`src/rtl/uart_rx_pkg.sv`:
```
package uart_rx_pkg;
    typedef enum logic [2:0] {
        ST_HUNT,
        ST_START,
        ST_DATA,
        ST_PARITY,
        ST_STOP,
        ST_WAIT_HIGH
    } rx_state_e;
endpackage

```
`src/rtl/rx_sync.sv`:
```
module rx_sync #(
    parameter int STAGES = 2
) (
    input  logic clk,
    input  logic rst_n,
    input  logic d,
    output logic q
);
    logic [STAGES-1:0] pipe;

    always_ff @(posedge clk or negedge rst_n) begin
        if (!rst_n) pipe <= '1;
        else        pipe <= {pipe[STAGES-2:0], d};
    end

    assign q = pipe[STAGES-1];
endmodule

```
`src/rtl/rx_fsm.sv`:
```
module rx_fsm
    import uart_rx_pkg::*;
#(
    parameter int OVS    = 16,
    parameter int DATA_W = 8
) (
    input  logic              clk,
    input  logic              rst_n,
    input  logic              tick,
    input  logic              rx_s,
    input  logic [1:0]        cfg_len,
    input  logic              cfg_par_en,
    input  logic              cfg_par_odd,
    input  logic              fifo_full,
    output logic              wr_en,
    output logic [DATA_W-1:0] wr_data,
    output logic              wr_perr,
    output logic              wr_ferr,
    output logic              wr_brk,
    output logic              overrun,
    output logic              hunting
);
    localparam int TW = $clog2(OVS);
    localparam int BW = $clog2(DATA_W);
    localparam logic [TW-1:0] T_MID  = TW'(OVS/2 - 1);
    localparam logic [TW-1:0] T_LAST = TW'(OVS - 1);

    rx_state_e         state, nxt;
    logic [TW-1:0]     tcnt;
    logic [BW-1:0]     bitcnt;
    logic [BW-1:0]     last_idx;
    logic [DATA_W-1:0] shreg;
    logic              pbit;
    logic              full_tick;
    logic              store;
    logic              brk;

    assign last_idx  = BW'(DATA_W - 4) + BW'(cfg_len);
    assign full_tick = tick && (tcnt == T_LAST);
    assign store     = (state == ST_STOP) && full_tick;
    assign brk       = store && !rx_s && (shreg == '0) && !(cfg_par_en && pbit);
    assign hunting   = (state == ST_HUNT);

    // state register
    always_ff @(posedge clk or negedge rst_n) begin
        if (!rst_n) state <= ST_HUNT;
        else        state <= nxt;
    end

    // transitions
    always_comb begin
        nxt = state;
        unique case (state)
            ST_HUNT:      if (tick && !rx_s) nxt = ST_START;
            ST_START:     if (tick && tcnt == T_MID) nxt = rx_s ? ST_HUNT : ST_DATA;
            ST_DATA:      if (full_tick && bitcnt == last_idx)
                              nxt = cfg_par_en ? ST_PARITY : ST_STOP;
            ST_PARITY:    if (full_tick) nxt = ST_STOP;
            ST_STOP:      if (full_tick) nxt = rx_s ? ST_HUNT : ST_WAIT_HIGH;
            ST_WAIT_HIGH: if (rx_s) nxt = ST_HUNT;
            default:      nxt = ST_HUNT;
        endcase
    end

    // bit timing and character assembly
    always_ff @(posedge clk or negedge rst_n) begin
        if (!rst_n) begin
            tcnt   <= '0;
            bitcnt <= '0;
            shreg  <= '0;
            pbit   <= 1'b0;
        end else begin
            if (state != nxt || full_tick) tcnt <= '0;
            else if (tick)                 tcnt <= tcnt + 1'b1;

            if (state == ST_START && nxt == ST_DATA) begin
                bitcnt <= '0;
                shreg  <= '0;
                pbit   <= 1'b0;
            end else if (state == ST_DATA && full_tick) begin
                shreg[bitcnt] <= rx_s;
                bitcnt        <= bitcnt + 1'b1;
            end else if (state == ST_PARITY && full_tick) begin
                pbit <= rx_s;
            end
        end
    end

    // queue-side outputs
    always_ff @(posedge clk or negedge rst_n) begin
        if (!rst_n) begin
            wr_en   <= 1'b0;
            overrun <= 1'b0;
            wr_data <= '0;
            wr_perr <= 1'b0;
            wr_ferr <= 1'b0;
            wr_brk  <= 1'b0;
        end else begin
            wr_en   <= store && !fifo_full;
            overrun <= store && fifo_full;
            if (store) begin
                wr_data <= brk ? '0 : shreg;
                wr_perr <= cfg_par_en && !brk && (^shreg ^ pbit ^ cfg_par_odd);
                wr_ferr <= !rx_s;
                wr_brk  <= brk;
            end
        end
    end
endmodule

```
`src/rtl/idle_timer.sv`:
```
module idle_timer #(
    parameter int OVS        = 16,
    parameter int DATA_W     = 8,
    parameter int IDLE_CHARS = 4
) (
    input  logic       clk,
    input  logic       rst_n,
    input  logic       tick,
    input  logic       rx_s,
    input  logic       hunting,
    input  logic [1:0] cfg_len,
    input  logic       cfg_par_en,
    output logic       idle
);
    localparam int LIM_MAX = IDLE_CHARS * OVS * (DATA_W + 3);
    localparam int CW      = $clog2(LIM_MAX + 1);

    logic [CW-1:0] cnt;
    logic [CW-1:0] frame_bits;
    logic [CW-1:0] limit;
    logic          quiet;

    // start + data + optional parity + stop
    assign frame_bits = CW'(DATA_W - 1) + CW'(cfg_len) + CW'(cfg_par_en);
    assign limit      = frame_bits * CW'(IDLE_CHARS * OVS);
    assign quiet      = hunting && rx_s;

    always_ff @(posedge clk or negedge rst_n) begin
        if (!rst_n) begin
            cnt  <= '0;
            idle <= 1'b0;
        end else begin
            if (!quiet)                   cnt <= '0;
            else if (tick && cnt < limit) cnt <= cnt + 1'b1;
            idle <= quiet && (cnt >= limit);
        end
    end
endmodule

```
`src/rtl/uart_rx_core.sv`:
```
module uart_rx_core #(
    parameter int OVS         = 16,
    parameter int DATA_W      = 8,
    parameter int IDLE_CHARS  = 4,
    parameter int SYNC_STAGES = 2
) (
    input  logic              clk,
    input  logic              rst_n,
    input  logic              tick16,
    input  logic              rx,
    input  logic [1:0]        cfg_len,
    input  logic              cfg_par_en,
    input  logic              cfg_par_odd,
    input  logic              fifo_full,
    output logic              wr_en,
    output logic [DATA_W-1:0] wr_data,
    output logic              wr_perr,
    output logic              wr_ferr,
    output logic              wr_brk,
    output logic              overrun,
    output logic              idle
);
    logic rx_s;
    logic hunting;

    rx_sync #(.STAGES(SYNC_STAGES)) u_sync (
        .clk(clk), .rst_n(rst_n), .d(rx), .q(rx_s)
    );

    rx_fsm #(.OVS(OVS), .DATA_W(DATA_W)) u_fsm (
        .clk(clk), .rst_n(rst_n), .tick(tick16), .rx_s(rx_s),
        .cfg_len(cfg_len), .cfg_par_en(cfg_par_en), .cfg_par_odd(cfg_par_odd),
        .fifo_full(fifo_full), .wr_en(wr_en), .wr_data(wr_data),
        .wr_perr(wr_perr), .wr_ferr(wr_ferr), .wr_brk(wr_brk),
        .overrun(overrun), .hunting(hunting)
    );

    idle_timer #(.OVS(OVS), .DATA_W(DATA_W), .IDLE_CHARS(IDLE_CHARS)) u_idle (
        .clk(clk), .rst_n(rst_n), .tick(tick16), .rx_s(rx_s),
        .hunting(hunting), .cfg_len(cfg_len), .cfg_par_en(cfg_par_en),
        .idle(idle)
    );
endmodule

```
`config.mk`:
```
export PLATFORM = sky130hd
export DESIGN_NAME = uart_rx_core
export DESIGN_NICKNAME = d
export VERILOG_FILES = /design/src/rtl/uart_rx_pkg.sv /design/src/rtl/rx_sync.sv /design/src/rtl/rx_fsm.sv /design/src/rtl/idle_timer.sv /design/src/rtl/uart_rx_core.sv
export SDC_FILE = /design/constraint.sdc
export NUM_CORES = 1
export LEC_CHECK = 0
export BUFFER_PORTS_ARGS = -buffer_cell sky130_fd_sc_hd__buf_2
export CAP_MARGIN = 10
export CORE_ASPECT_RATIO = 0.5
export CORE_MARGIN = 5
export CORE_UTILIZATION = 59
export DETAILED_ROUTE_END_ITERATION = 8
export PLACE_DENSITY = 0.79
export SKIP_LAST_GASP = 1
export SYNTH_ARGS = -nofsm -noshare
export SYNTH_HDL_FRONTEND = slang
export SYNTH_HIERARCHICAL = 1
export SYNTH_SLANG_ARGS = --single-unit
```
`constraint.sdc`:
```
create_clock -name clk -period 2.7 [get_ports clk]
set_input_delay 0.27 -clock clk [delete_from_list [all_inputs] [get_ports clk]]
set_output_delay 0.27 -clock clk [all_outputs]
set_load 0.01 [all_outputs]
```
After elaboration in Yosys (flattened, before gate mapping)
Index checks and enable logic that the tools add are counted.

Register bits after elaboration: 45. RAM bits: 0. Memories kept: 0. ROM bits: 0. Bits of input ports: 9. Bits in latches: 0.

Bitwise operators: 2. $mul: 0. Add/sub/neg operators: 6. Order comparisons: 4. Shift operators: 0. Divide/modulo/power cells: 0. Equality and inequality tests: 12. Reduce and logical (&&, ||, !) cells: 32. Multiplexer cells: 25.

Operators with widths (count): $mux 3 (10); $mux 8 (3); $logic_and 1x1->1 (20); $mux 10 (2); $pmux 3 s6 (1); $add 10x1->10 const B (1); $ge 10x10->1 (1); $lt 10x10->1 (1); $eq 3x2->1 const B (3); $bwmux 8 (1); $logic_not 8->1 (1); $mux 4 (2); $reduce_xor 8->1 (1); $eq 3x3->1 const B (2); $reduce_bool 2->1 (3); $add 3x2->4 const A (1); $add 4x1->4 (1); $add 4x1->4 const B (1); $eq 4x3->1 const B (1); $eq 4x4->1 const B (1); $logic_not 1->1 (4); $lt 3x4->1 const B (1); $mux 1 (4); $add 3x1->3 const B (1); other kinds (13) (14).

Longest topological paths before layout
Gate-level depths: netlist of run 1.

Depth after elaboration: 9. Mapped depth: 10. Gate-level depth less buffers: 9.

Modules after synthesis
Netlist of run 1, hierarchy kept.

By module, submodules not included: rx_fsm (cells each 167, area each 1778.0 um^2, times used 1, seq. area each 800.8 um^2); idle_timer (cells each 85, area each 779.5 um^2, times used 1, seq. area each 275.3 um^2); rx_sync (cells each 2, area each 52.6 um^2, times used 1, seq. area each 52.6 um^2).

Worst setup path before layout of run 1
Ideal clock, no wire load.

Path kind: input -> register. Start point: in cfg_len[0]. End point: reg u_idle.cnt[6]. Slack: 0.456 ns. Setup time: 0.125 ns. Stages: 9. Data arrival time: 2.119 ns. Cells stage by stage: inv_1 ha_1 ha_1 ha_1 nor2b_4 o21ba_4 buf_6 nor4b_1 mux2_2.

Longest elaborated chain between the ends: 5.

RTL lines: from (decl) (RTL line uart_rx_core.sv:11) `input logic [1:0] cfg_len,`; $add 3x2->4 (RTL line idle_timer.sv:24) `assign frame_bits = CW'(DATA_W - 1) + CW'(cfg_len) + CW'(cfg_par_en);`; $add 4x1->4 (RTL line idle_timer.sv:24); $lt 10x10->1 (RTL line idle_timer.sv:34) `else if (tick && cnt < limit) cnt <= cnt + 1'b1;`; $logic_and 1x1->1 (RTL line idle_timer.sv:34); $ne 2x2->1 (no source line); to (signal assigned) (RTL line idle_timer.sv:34); to (decl) (RTL line idle_timer.sv:18) `logic [CW-1:0] cnt;`.

No other way between the ends. A chain may end at the register's enable or synchronous reset.

Worst setup path after layout of run 1
Start point: in cfg_par_en. End point: reg u_idle.cnt[6].

Longest elaborated chain between the ends: 4.

RTL lines: from (decl) (RTL line uart_rx_core.sv:12) `input logic cfg_par_en,`; $add 4x1->4 (RTL line idle_timer.sv:24); $lt 10x10->1 (RTL line idle_timer.sv:34); $logic_and 1x1->1 (RTL line idle_timer.sv:34); $ne 2x2->1 (no source line).

No other way between the ends.

==> results of run 1 <==
## state kept, by name (all words and copies together) (netlist names)
signal         cells
u_fsm/bitcnt       3
u_fsm/overrun      1
u_fsm/pbit         1
u_fsm/shreg        8
u_fsm/state        3
u_fsm/tcnt         4
u_fsm/wr_brk       1
u_fsm/wr_data      8
u_fsm/wr_en        1
u_fsm/wr_ferr      1
u_fsm/wr_perr      1
u_idle/cnt        10
u_idle/idle        1
u_sync/pipe        2
## routing by layer
metal	track usage, %	up-vias	share of wire, %
li1	-	939	-
met1	21.4	938	46
met2	31.1	34	48
met3	5.76	7	5.0
met4	5.35	0	1.1
met5	0	-	0
## logic make-up (layout without fill, tap and decap cells)
kind of cell | Yosys count | in the layout
multiplexers | 13 | 13
adder cells (fa/ha/maj) | 14 | 14
AND/OR/NAND/NOR | 93 | 93
AO/OA/AOI/OAI | 43 | 43
buffers and inverters | 33 | 52
flip-flops | 45 | 45
XOR/XNOR | 13 | 13
## cell type report
class / count / area, µm²
inverters: 20 / 75.1
multi-input cells: 176 / 1330
well taps: 57 / 71.3
fillers: 341 / 1520
clock inverters: 3 / 22.5
clock buffers: 5 / 68.8
flip-flops and latches: 45 / 1130
repair buffers: 24 / 125
## Yosys cell counts (5+ instances only)
cell     number
a21oi_1      11
dfrtp_1      43
inv_1        19
ha_1         14
mux2i_1      10
nand3_1       9
xnor2_1       9
a31oi_1       5
nor3_1        8
a22o_1        8
o31ai_1       5
nor2_1       21
or4_1         5
nand2_1      16
## worst max-delay path by stage
| stage | startpoint | slack [ps] | end | cells after the start |
|---|---|---|---|---|
| 2_1_floorplan | cfg_len[0] | 460 | u_idle/cnt[6] | 9 |
| 3_3_place_gp | cfg_par_en | 350 | u_idle/cnt[6] | 9 |
| 3_5_place_dp | cfg_par_en | 270 | u_idle/cnt[6] | 9 |
| 4_1_cts | u_fsm/tcnt[0] | 590 | u_fsm/wr_perr | 5 |
| 5_1_grt | cfg_par_en | 410 | u_idle/cnt[6] | 9 |
| 6_report | cfg_par_en | 590 | u_idle/cnt[6] | 9 |
## power by group through the flow
stage | registers [µW] | clock network, µW | logic [µW]
2_1_floorplan | 784 | 0 | 329
3_5_place_dp | 870 | 0 | 313
5_1_grt | 872 | 463 | 353
4_1_cts | 855 | 437 | 315
3_3_place_gp | 861 | 0 | 300
6_report | 857 | 424 | 310
## critical path: cells and delay by family
family	cells	cell delay, ps
adder cells (fa/ha/maj)	3	740
AND/OR/NAND/NOR	2	490
multiplexers	1	370
buffers and inverters	2	190
AO/OA/AOI/OAI	1	230
## metrics by stage
step           setup WS (ps)  utilization, %  std cells  power, µW  hold slack [ps]
2_1_floorplan            456               -        254       1110            -25.6
3_3_place_gp             348            62.9        322       1160              348
3_5_place_dp             270            62.9        322       1180              351
4_1_cts                  590            65.0        330       1610             54.7
5_1_grt                  411            65.0        330       1690             52.8
6_report                 588            65.0        330       1590             66.0
==> flow_metrics.tcl, run 1 <==
set metrics [dict create \
    wl_per_cell_um 14.9 \
    whs_path_depth 1 \
    p_switching_uw 523 \
    hold_start "rx" \
    clkTransAtPathRegs_ps 80 \
    antenna_found_initial 0 \
    wl_um 4920 \
    core-area_um2 4340 \
    routed_via_density 5.81 \
    p_comb_share_pct 19.5 \
    synth_compound_area_share_pct 11.8 \
    synth_fa_ha_area_share_pct 6.71 \
    ys_ff_latch 45 \
    grt_start_max_net_pins 46 \
    syn_avg_cell_area_um2 10.3 \
    cts_setup_buffers 0 \
    grt_pass1_vias 1933 \
    intPower_uw 1070 \
    final_cell_mix "dfrtp_1, buf_2, nor2_1" \
    yosys_warnings 6 \
    grtUsageTotal_pct 17.8 \
    yosysTopAreaCell "dfrtp_1" \
    min_period_ps 2110 \
    setup-tns-final_ps 0 \
    synth_area_leaders "dfrtp_1, ha_1, mux2i_1" \
    synthCells 254 \
    cp-start-kind "input pin" \
    rsz0062_at_grt "false" \
    grt_pass1_wl_um 8710 \
    ios 23 \
    crit_chain "buf_2 -> inv_1 -> ha_1 -> ha_1 -> ha_1 -> nor2b_4 -> o21ba_4 -> nor4b_1 -> mux2_2" \
    final_area_um2 2820 \
    max-vdd-ir-drop_uv 245 \
    nets 295 \
    antenna-diode-count 0 \
    min_path_type "in2reg" \
    cts_sinks 45 \
    first_iter_violations 76 \
    htreeDepth 2 \
    dieArea_um2 5930 \
    gp_congestion 0.867 \
    synthMuxAreaShare_pct 5.23 \
    synth_top_family_by_area "simple AND/OR/NAND/NOR gates" \
    die_width_um 104 \
    status "finished clean" \
    max-slew-margin-rel_pct 34.0 \
    yosys.area_share.simple_pct 22.5 \
    setup_violations 0 \
    vias 1918 \
    final_common_cell "dfrtp_1" \
    clkLatencyLatePin_ps 300 \
    overflow 0 \
    ctsHoldBuffers 0 \
    maxCapViolations 0 \
    root_buffer "clkbuf_8" \
    start_util_pct 60.1 \
    synth.distinct_cells 55 \
    endpoint_kind "flip-flop" \
    place_area_um2 2730 \
    ys.flop_type "dfrtp_1" \
    synth_edf_count 0 \
    dp_hpwl_um 3450 \
    holdPathEnd "u_sync/pipe[0]" \
    p_clk_share_pct 26.6 \
    row_count 17 \
    slew_violations 0 \
    dr.pass1.iters 4 \
    cts_resized 0 \
    hold_viol 0 \
    period_share_pct 78.2 \
    chipHeight_um 57.0 \
    fmax_mhz 473 \
    p_sw_share_pct 32.9 \
    cp_data_arrival_time_ps 2300 \
    synth_nets 277 \
    synth_top_area_share_pct 41.2 \
    final_layout_size_suffix_gt1_share_pct 19.0 \
    drcViolationCount 0 \
    numPortBuffers 22 \
    cts_tree "done" \
    reg2reg_depth 5 \
    cpPeakStageDelay_ps 370 \
    cts_buffer_depth 2 \
    worst-setup-path-type "in2reg" \
    r2r_slack_ps 600 \
    slowest_stage "mux2_2" \
    pwr-share-seq_pct 53.9 \
    crit_required_ps 2890 \
    p_leak_uw 0.00133 \
    antenna_left 0 \
    timing.rr.start "u_fsm/tcnt[0]" \
    tightest_slew_ps 990 \
    cts_made_buffers 5 \
    synth_xor_area_share_pct 4.36 \
    synth_async_sr_flop_share_pct 100 \
    ys_seq_area_share_pct 43.2 \
    synth_area_um2 2610 \
    crit_top_cell "ha_1" \
    worstReg2RegEnd "u_fsm/wr_perr" \
    clock_skew_ps 10.5 \
    crit_path_max_fanout 13 \
    power_density_nw_per_um2 564 \
    syn_to_final_growth_pct 8.05 \
]
Power figures use the tool's default switching activity.
==> run 2, diff against run 1 <==
ABC_AREA = 1   (was not set)
clock period = 2 ns   (was 2.7 ns; I/O delays follow)
==> run 2 against run 1 <==
  * The flow now finishes with violations (hold timing)
  * Clock-buffer cell count did not move
  * Final area rose by 4.3%
  * Sequential power rose by 23%
  * Register-to-register slack lost 280 ps
  * Via count up 15%
  * Cell count up 28%
  * Non-clock buffer count is 1 higher
  * First-iteration DRC count did not move
  * Critical endpoint is now u_fsm/tcnt[1]
==> flow_metrics.tcl, run 2 <==
set metrics [dict create \
    cts_made_buffers 5 \
    numPortBuffers 22 \
    ios 23 \
    synth_area_leaders "dfrtp_1, nand2_1, ha_1" \
    overflow 0 \
    yosysTopAreaCell "dfrtp_1" \
    grtUsageTotal_pct 17.5 \
    endpoint_kind "flip-flop" \
    synth_area_um2 2660 \
    root_buffer "clkbuf_8" \
    setup_violations 0 \
    min_path_type "in2async" \
    clkTransAtPathRegs_ps 90 \
    vias 2208 \
    timing.rr.start "u_fsm/tcnt[0]" \
    synth_nets 356 \
    ys_seq_area_share_pct 42.5 \
    core-area_um2 4380 \
    yosysMostFrequentCell "nand2_1" \
    chipHeight_um 57.4 \
    wl_um 5130 \
    row_count 17 \
    antenna_left 0 \
    min_period_ps 1680 \
    cp_data_arrival_time_ps 1910 \
    worstReg2RegEnd "u_fsm/tcnt[1]" \
    status "finished with violations" \
    power.total_uw 2040 \
    dp_hpwl_um 3870 \
    largest_reg_flops 10 \
    syn_to_final_growth_pct 10.8 \
    hold_viol 3 \
    die_width_um 105 \
    cts_buffer_depth 2 \
    clock_skew_ps 6.49 \
    final_cell_mix "nand2_1, dfrtp_1, inv_1" \
    rsz0062_at_grt "false" \
    synth_commonest_cells "nand2_1, dfrtp_1, inv_1" \
    gp_congestion 0.890 \
    synth.distinct_cells 31 \
    nets 386 \
    top_regs "u_idle/cnt (10), u_fsm/shreg (8), u_fsm/wr_data (8)" \
    max-slew-margin-rel_pct 43.8 \
    first_iter_violations 76 \
    dr.pass1.iters 5 \
    violations "hold timing" \
    finalWorstSetupSlack_ps 317 \
    worst-setup-path-type "reg2reg" \
    place_ws_ps 110 \
    synth_top_area_share_pct 40.5 \
    wl_per_cell_um 12.2 \
    routed_via_density 5.24 \
    cts_tree "done" \
    slew_violations 0 \
    crit_path_max_fanout 4 \
    grt_pass1_vias 2066 \
    cts_sinks 45 \
    syn_avg_cell_area_um2 7.97 \
    setup-tns-final_ps 0 \
    dieArea_um2 6020 \
    synth_async_sr_flop_share_pct 100 \
    drcViolationCount 0 \
    cts_setup_buffers 0 \
    p_leak_uw 0.00152 \
    synthCells 333 \
    clkLatencyLatePin_ps 300 \
    ys.flop_type "dfrtp_1" \
    start_util_pct 60.6 \
    ys_ff_latch 45 \
    final_common_cell "nand2_1" \
    top_register "u_idle/cnt" \
    tightest_slew_ps 842 \
    antenna-diode-count 0 \
    period_share_pct 84.1 \
    maxCapViolations 0 \
    grt_pass1_wl_um 8730 \
    r2r_slack_ps 320 \
    grt_start_max_net_pins 37 \
    max-vdd-ir-drop_uv 308 \
    fillers 369 \
    synth_edf_count 0 \
    yosys_warnings 6 \
    whs_ps -5.06 \
    power_density_nw_per_um2 694 \
    fmax_mhz 594 \
    final_layout_size_suffix_gt1_share_pct 19.8 \
    htreeDepth 2 \
    crit_required_ps 2230 \
    cp-start-kind "flip-flop" \
    reg2reg_depth 12 \
    antenna_found_initial 0 \
]
-- run 2: cell count changes after synthesis, moves of 7 or more --
cell / before / now
a22o_1: 8 / 0
nand4_1: 4 / 11
nand2_1: 16 / 86
nand2_2: 0 / 9
mux2i_1: 10 / 1
o21ai_1: 1 / 9
o21ai_0: 4 / 13
inv_1: 19 / 42
inv_2: 1 / 9
nand3_1: 9 / 18
-- run 2: layer usage --
layer / vias up / GRT usage (%) / wire (µm)
met3: 5 / 4.18 / 266
met1: 1026 / 21.7 / 2390
met4: 0 / 5.28 / 32
li1: 1124 / - / -
met2: 53 / 30.9 / 2440
met5: - / 0 / 0
-- run 2: critical path, stage by stage (launching register included) --
cell and delay [ps]:
dfrtp_1 410, ha_1 240, nand2_4 110, clkinv_4 90, nand2_8 90, nor2_4 50, nand2_1 80, nand2_1 70
nor2_2 110, nand2_2 80, nand2_2 60, nand3_2 110, nor2_1 110
-- run 2: repair_timing --
action	in CTS	in global routing
hold buffers	1	0
resized for setup	0	0
endpoints found under the hold margin	1	0
-- run 2: layout make-up --
| cell class | count | area [µm²] | area share, % |
|---|---|---|---|
| inverter | 53 | 205 | 6.98 |
| tap | 57 | 71.3 | 2.42 |
| timing repair buffer | 25 | 135 | 4.59 |
| clock buffer | 5 | 68.8 | 2.34 |
| sequential | 45 | 1130 | 38.4 |
| multi-input combinational | 233 | 1310 | 44.6 |
| clock inverter | 3 | 21.3 | 0.723 |
-- run 2: per-stage QoR --
stage | hold slack, ps | instances | utilization [%] | area, µm²
global route | 35.6 | 421 | 67.1 | 2940
CTS | 10.8 | 421 | 67.1 | 2940
floorplan | -95.6 | 333 | - | 2660
finish | -5.06 | 421 | 67.1 | 2940
global placement | 313 | 412 | 64.8 | 2840
detailed placement | 316 | 412 | 64.8 | 2840
-- run 2: how the worst max path moves through the flow --
stage,cells after the start,from,endpoint
finish,12,u_fsm/tcnt[0],u_fsm/tcnt[1]
global placement,12,cfg_par_en,u_idle/cnt[0]
CTS,12,u_fsm/tcnt[0],u_fsm/tcnt[1]
global route,12,u_fsm/tcnt[0],u_fsm/tcnt[1]
floorplan,11,cfg_len[0],u_idle/cnt[1]
detailed placement,12,cfg_par_en,u_idle/cnt[1]
-- run 2: kinds of logic (layout without fill, tap and decap cells) --
family	after synthesis	after routing	synth area share [%]
xor+xnor	9	9	2.97
buf+inv	55	86	8.11
fa+ha+maj	14	14	6.60
flops	45	45	42.5
mux	1	1	0.377
compound gates	37	37	7.40
simple gates	172	172	32.0
-- run 2: where the power goes --
| part | total, µW | switching, µW | internal [µW] |
|---|---|---|---|
| combinational | 423 | 271 | 152 |
| sequential | 1050 | 75.5 | 972 |
| clock | 569 | 321 | 248 |
| total | 2040 | 668 | 1370 |
==> run 3, diff against run 2 <==
ABC_AREA = 0   (was 1)
clock period = 1.7 ns   (was 2 ns; I/O delays follow)
==> run 3 against run 2 <==
  * The flow finishes with violations (setup timing)
  * Critical path type unchanged
  * Final area rose by 18%
  * Non-clock buffer count grew 46
  * Combinational power increased by 130%
  * Flip-flop and latch count did not move
  * Power increased by 44%
  * Wire length rose by 33%
  * Die area decreased by 1.5%
  * Highest routed layer unchanged
  * Global-route usage increased by 4.0 points
==> flow_metrics.tcl, run 3 (synthesis gave the netlist of run 1 again) <==
set metrics [dict create \
    max-slew-margin-rel_pct 62.9 \
    worst-setup-path-type "reg2reg" \
    syn_to_final_growth_pct 33.1 \
    final_common_cell "buf_4" \
    top_register "u_idle/cnt" \
    intPower_uw 1940 \
    start_util_pct 60.1 \
    drcViolationCount 0 \
    reg2reg_depth 6 \
    antenna_found_initial 0 \
    antenna_left 0 \
    finalWorstSetupSlack_ps -106 \
    place_ws_ps -436 \
    routed_via_density 6.02 \
    crit_required_ps 1860 \
    setup_violations 13 \
    htreeDepth 2 \
    chipHeight_um 57.0 \
    top_regs "u_idle/cnt (10), u_fsm/shreg (8), u_fsm/wr_data (8)" \
    cts_buffer_depth 2 \
    cp-startpoint "u_fsm/tcnt[0]" \
    status "finished with violations" \
    p_leak_uw 0.00159 \
    p_switching_uw 999 \
    hold_start "fifo_full" \
    largest_reg_flops 10 \
    p_sw_share_pct 34.0 \
    place_area_um2 3060 \
    cp_data_arrival_time_ps 1970 \
    tightest_slew_ps 557 \
    clkTransAtPathRegs_ps 90 \
    rsz0062_at_grt "true" \
    numPortBuffers 22 \
    cts_tree "done" \
    gp_congestion 0.849 \
    violations "setup timing" \
    slew_violations 0 \
    core-area_um2 4340 \
    grt_pass1_wl_um 10400 \
    grt_pass1_vias 2239 \
    crit_path_max_fanout 4 \
    hold_viol 0 \
    clock_skew_ps 6.11 \
    grtUsageTotal_pct 21.5 \
    root_buffer "clkbuf_8" \
    fillers 238 \
    fmax_mhz 554 \
    p_clk_share_pct 23.3 \
    dieArea_um2 5930 \
    grt_start_max_net_pins 19 \
    wl_per_cell_um 18.1 \
    dp_hpwl_um 4080 \
    wl_um 6850 \
    endpoint_kind "flip-flop" \
    pwr-share-seq_pct 43.9 \
    vias 2274 \
    cp-start-kind "flip-flop" \
    first_iter_violations 151 \
    cts_sinks 45 \
    min_period_ps 1810 \
    max-vdd-ir-drop_uv 446 \
    dr.pass1.iters 4 \
    row_count 17 \
    final_cell_mix "buf_4, dfrtp_1, nor2_1" \
    maxCapViolations 0 \
    timing.rr.start "u_fsm/tcnt[0]" \
    clkLatencyLatePin_ps 300 \
    antenna-diode-count 0 \
    period_share_pct 106 \
    ios 23 \
    die_width_um 104 \
    whs_path_depth 2 \
    p_comb_share_pct 32.8 \
    min_path_type "in2reg" \
    power_density_nw_per_um2 846 \
    final_layout_size_suffix_gt1_share_pct 40.5 \
    final_area_um2 3470 \
    nets 343 \
    cts_made_buffers 5 \
    overflow 0 \
]
-- run 3: cell types whose count changed in the layout (fill, tap and decap cells not counted), moves of 7 or more --
cell     delta
nand3_1     -9
a22o_1      +8
nand4_1     -7
mux2i_1     +9
inv_2       -7
buf_4      +43
ha_1        -7
inv_1      -26
o21ai_0    -11
nand2_2     -7
nand2_1    -73
-- run 3: path summary, 6_finish.rpt --
check / endpoint / slack, ps
worst max-delay path: u_fsm/tcnt[1] / -110
worst min-delay path: u_fsm/wr_en / 20
worst max register to register: u_fsm/tcnt[1] / -110
worst min register to register: u_sync/pipe[1] / 360
max in group asynchronous: u_fsm/tcnt[3] / 790
min in group asynchronous: u_idle/cnt[0] / 310
-- run 3: per-layer routing --
metal	global-route usage (%)	routed length, µm	vias to the layer above
li1	-	-	1043
met1	26.5	2850	1136
met2	38.2	3460	79
met3	5.54	364	16
met4	5.90	178	0
met5	0	0	-
-- run 3: repair_timing --
item	4_1_cts	5_1_grt
pin swaps	14	10
gates cloned	0	1
gates resized for setup	17	27
hold buffers	2	0
hold endpoints to repair	14	0
buffers inserted	5	8
endpoints found under the setup margin	16	28
-- run 3: cell type report --
type,instances,area [µm²],share of cell area (%)
Tap cell,57,71.3,2.05
Inverter,20,92.6,2.67
Clock inverter,3,21.3,0.612
Timing Repair Buffer,71,512,14.7
Sequential cell,45,1130,32.5
Multi-Input combinational cell,177,1580,45.4
Clock buffer,5,68.8,1.98
-- run 3: critical path, stage by stage (launching register included) --
cell	delay, ps
dfrtp_1	430
ha_4	200
and4_1	170
or3_4	350
o221ai_4	90
mux2i_4	350
nor3_1	80
-- run 3: power by group through the flow --
stage | Combinational, µW | Clock [µW] | Sequential [µW]
finish | 965 | 684 | 1290
global route | 1050 | 747 | 1300
CTS | 865 | 691 | 1280
detailed placement | 814 | 0 | 1300
global placement | 764 | 0 | 1290
floorplan | 552 | 0 | 1260
-- run 3: through the flow --
stage | hold slack [ps] | utilization [%] | std cells | power (µW) | TNS [ps]
after floorplan | -126 | - | 254 | 1810 | -617
after global placement | 96.9 | 70.5 | 354 | 2050 | -2950
after detailed placement | 103 | 70.5 | 354 | 2110 | -3630
after CTS | 15.4 | 75.7 | 369 | 2830 | -458
after global routing | 19.0 | 80.0 | 378 | 3100 | -2000
final | 20.3 | 80.0 | 378 | 2940 | -808
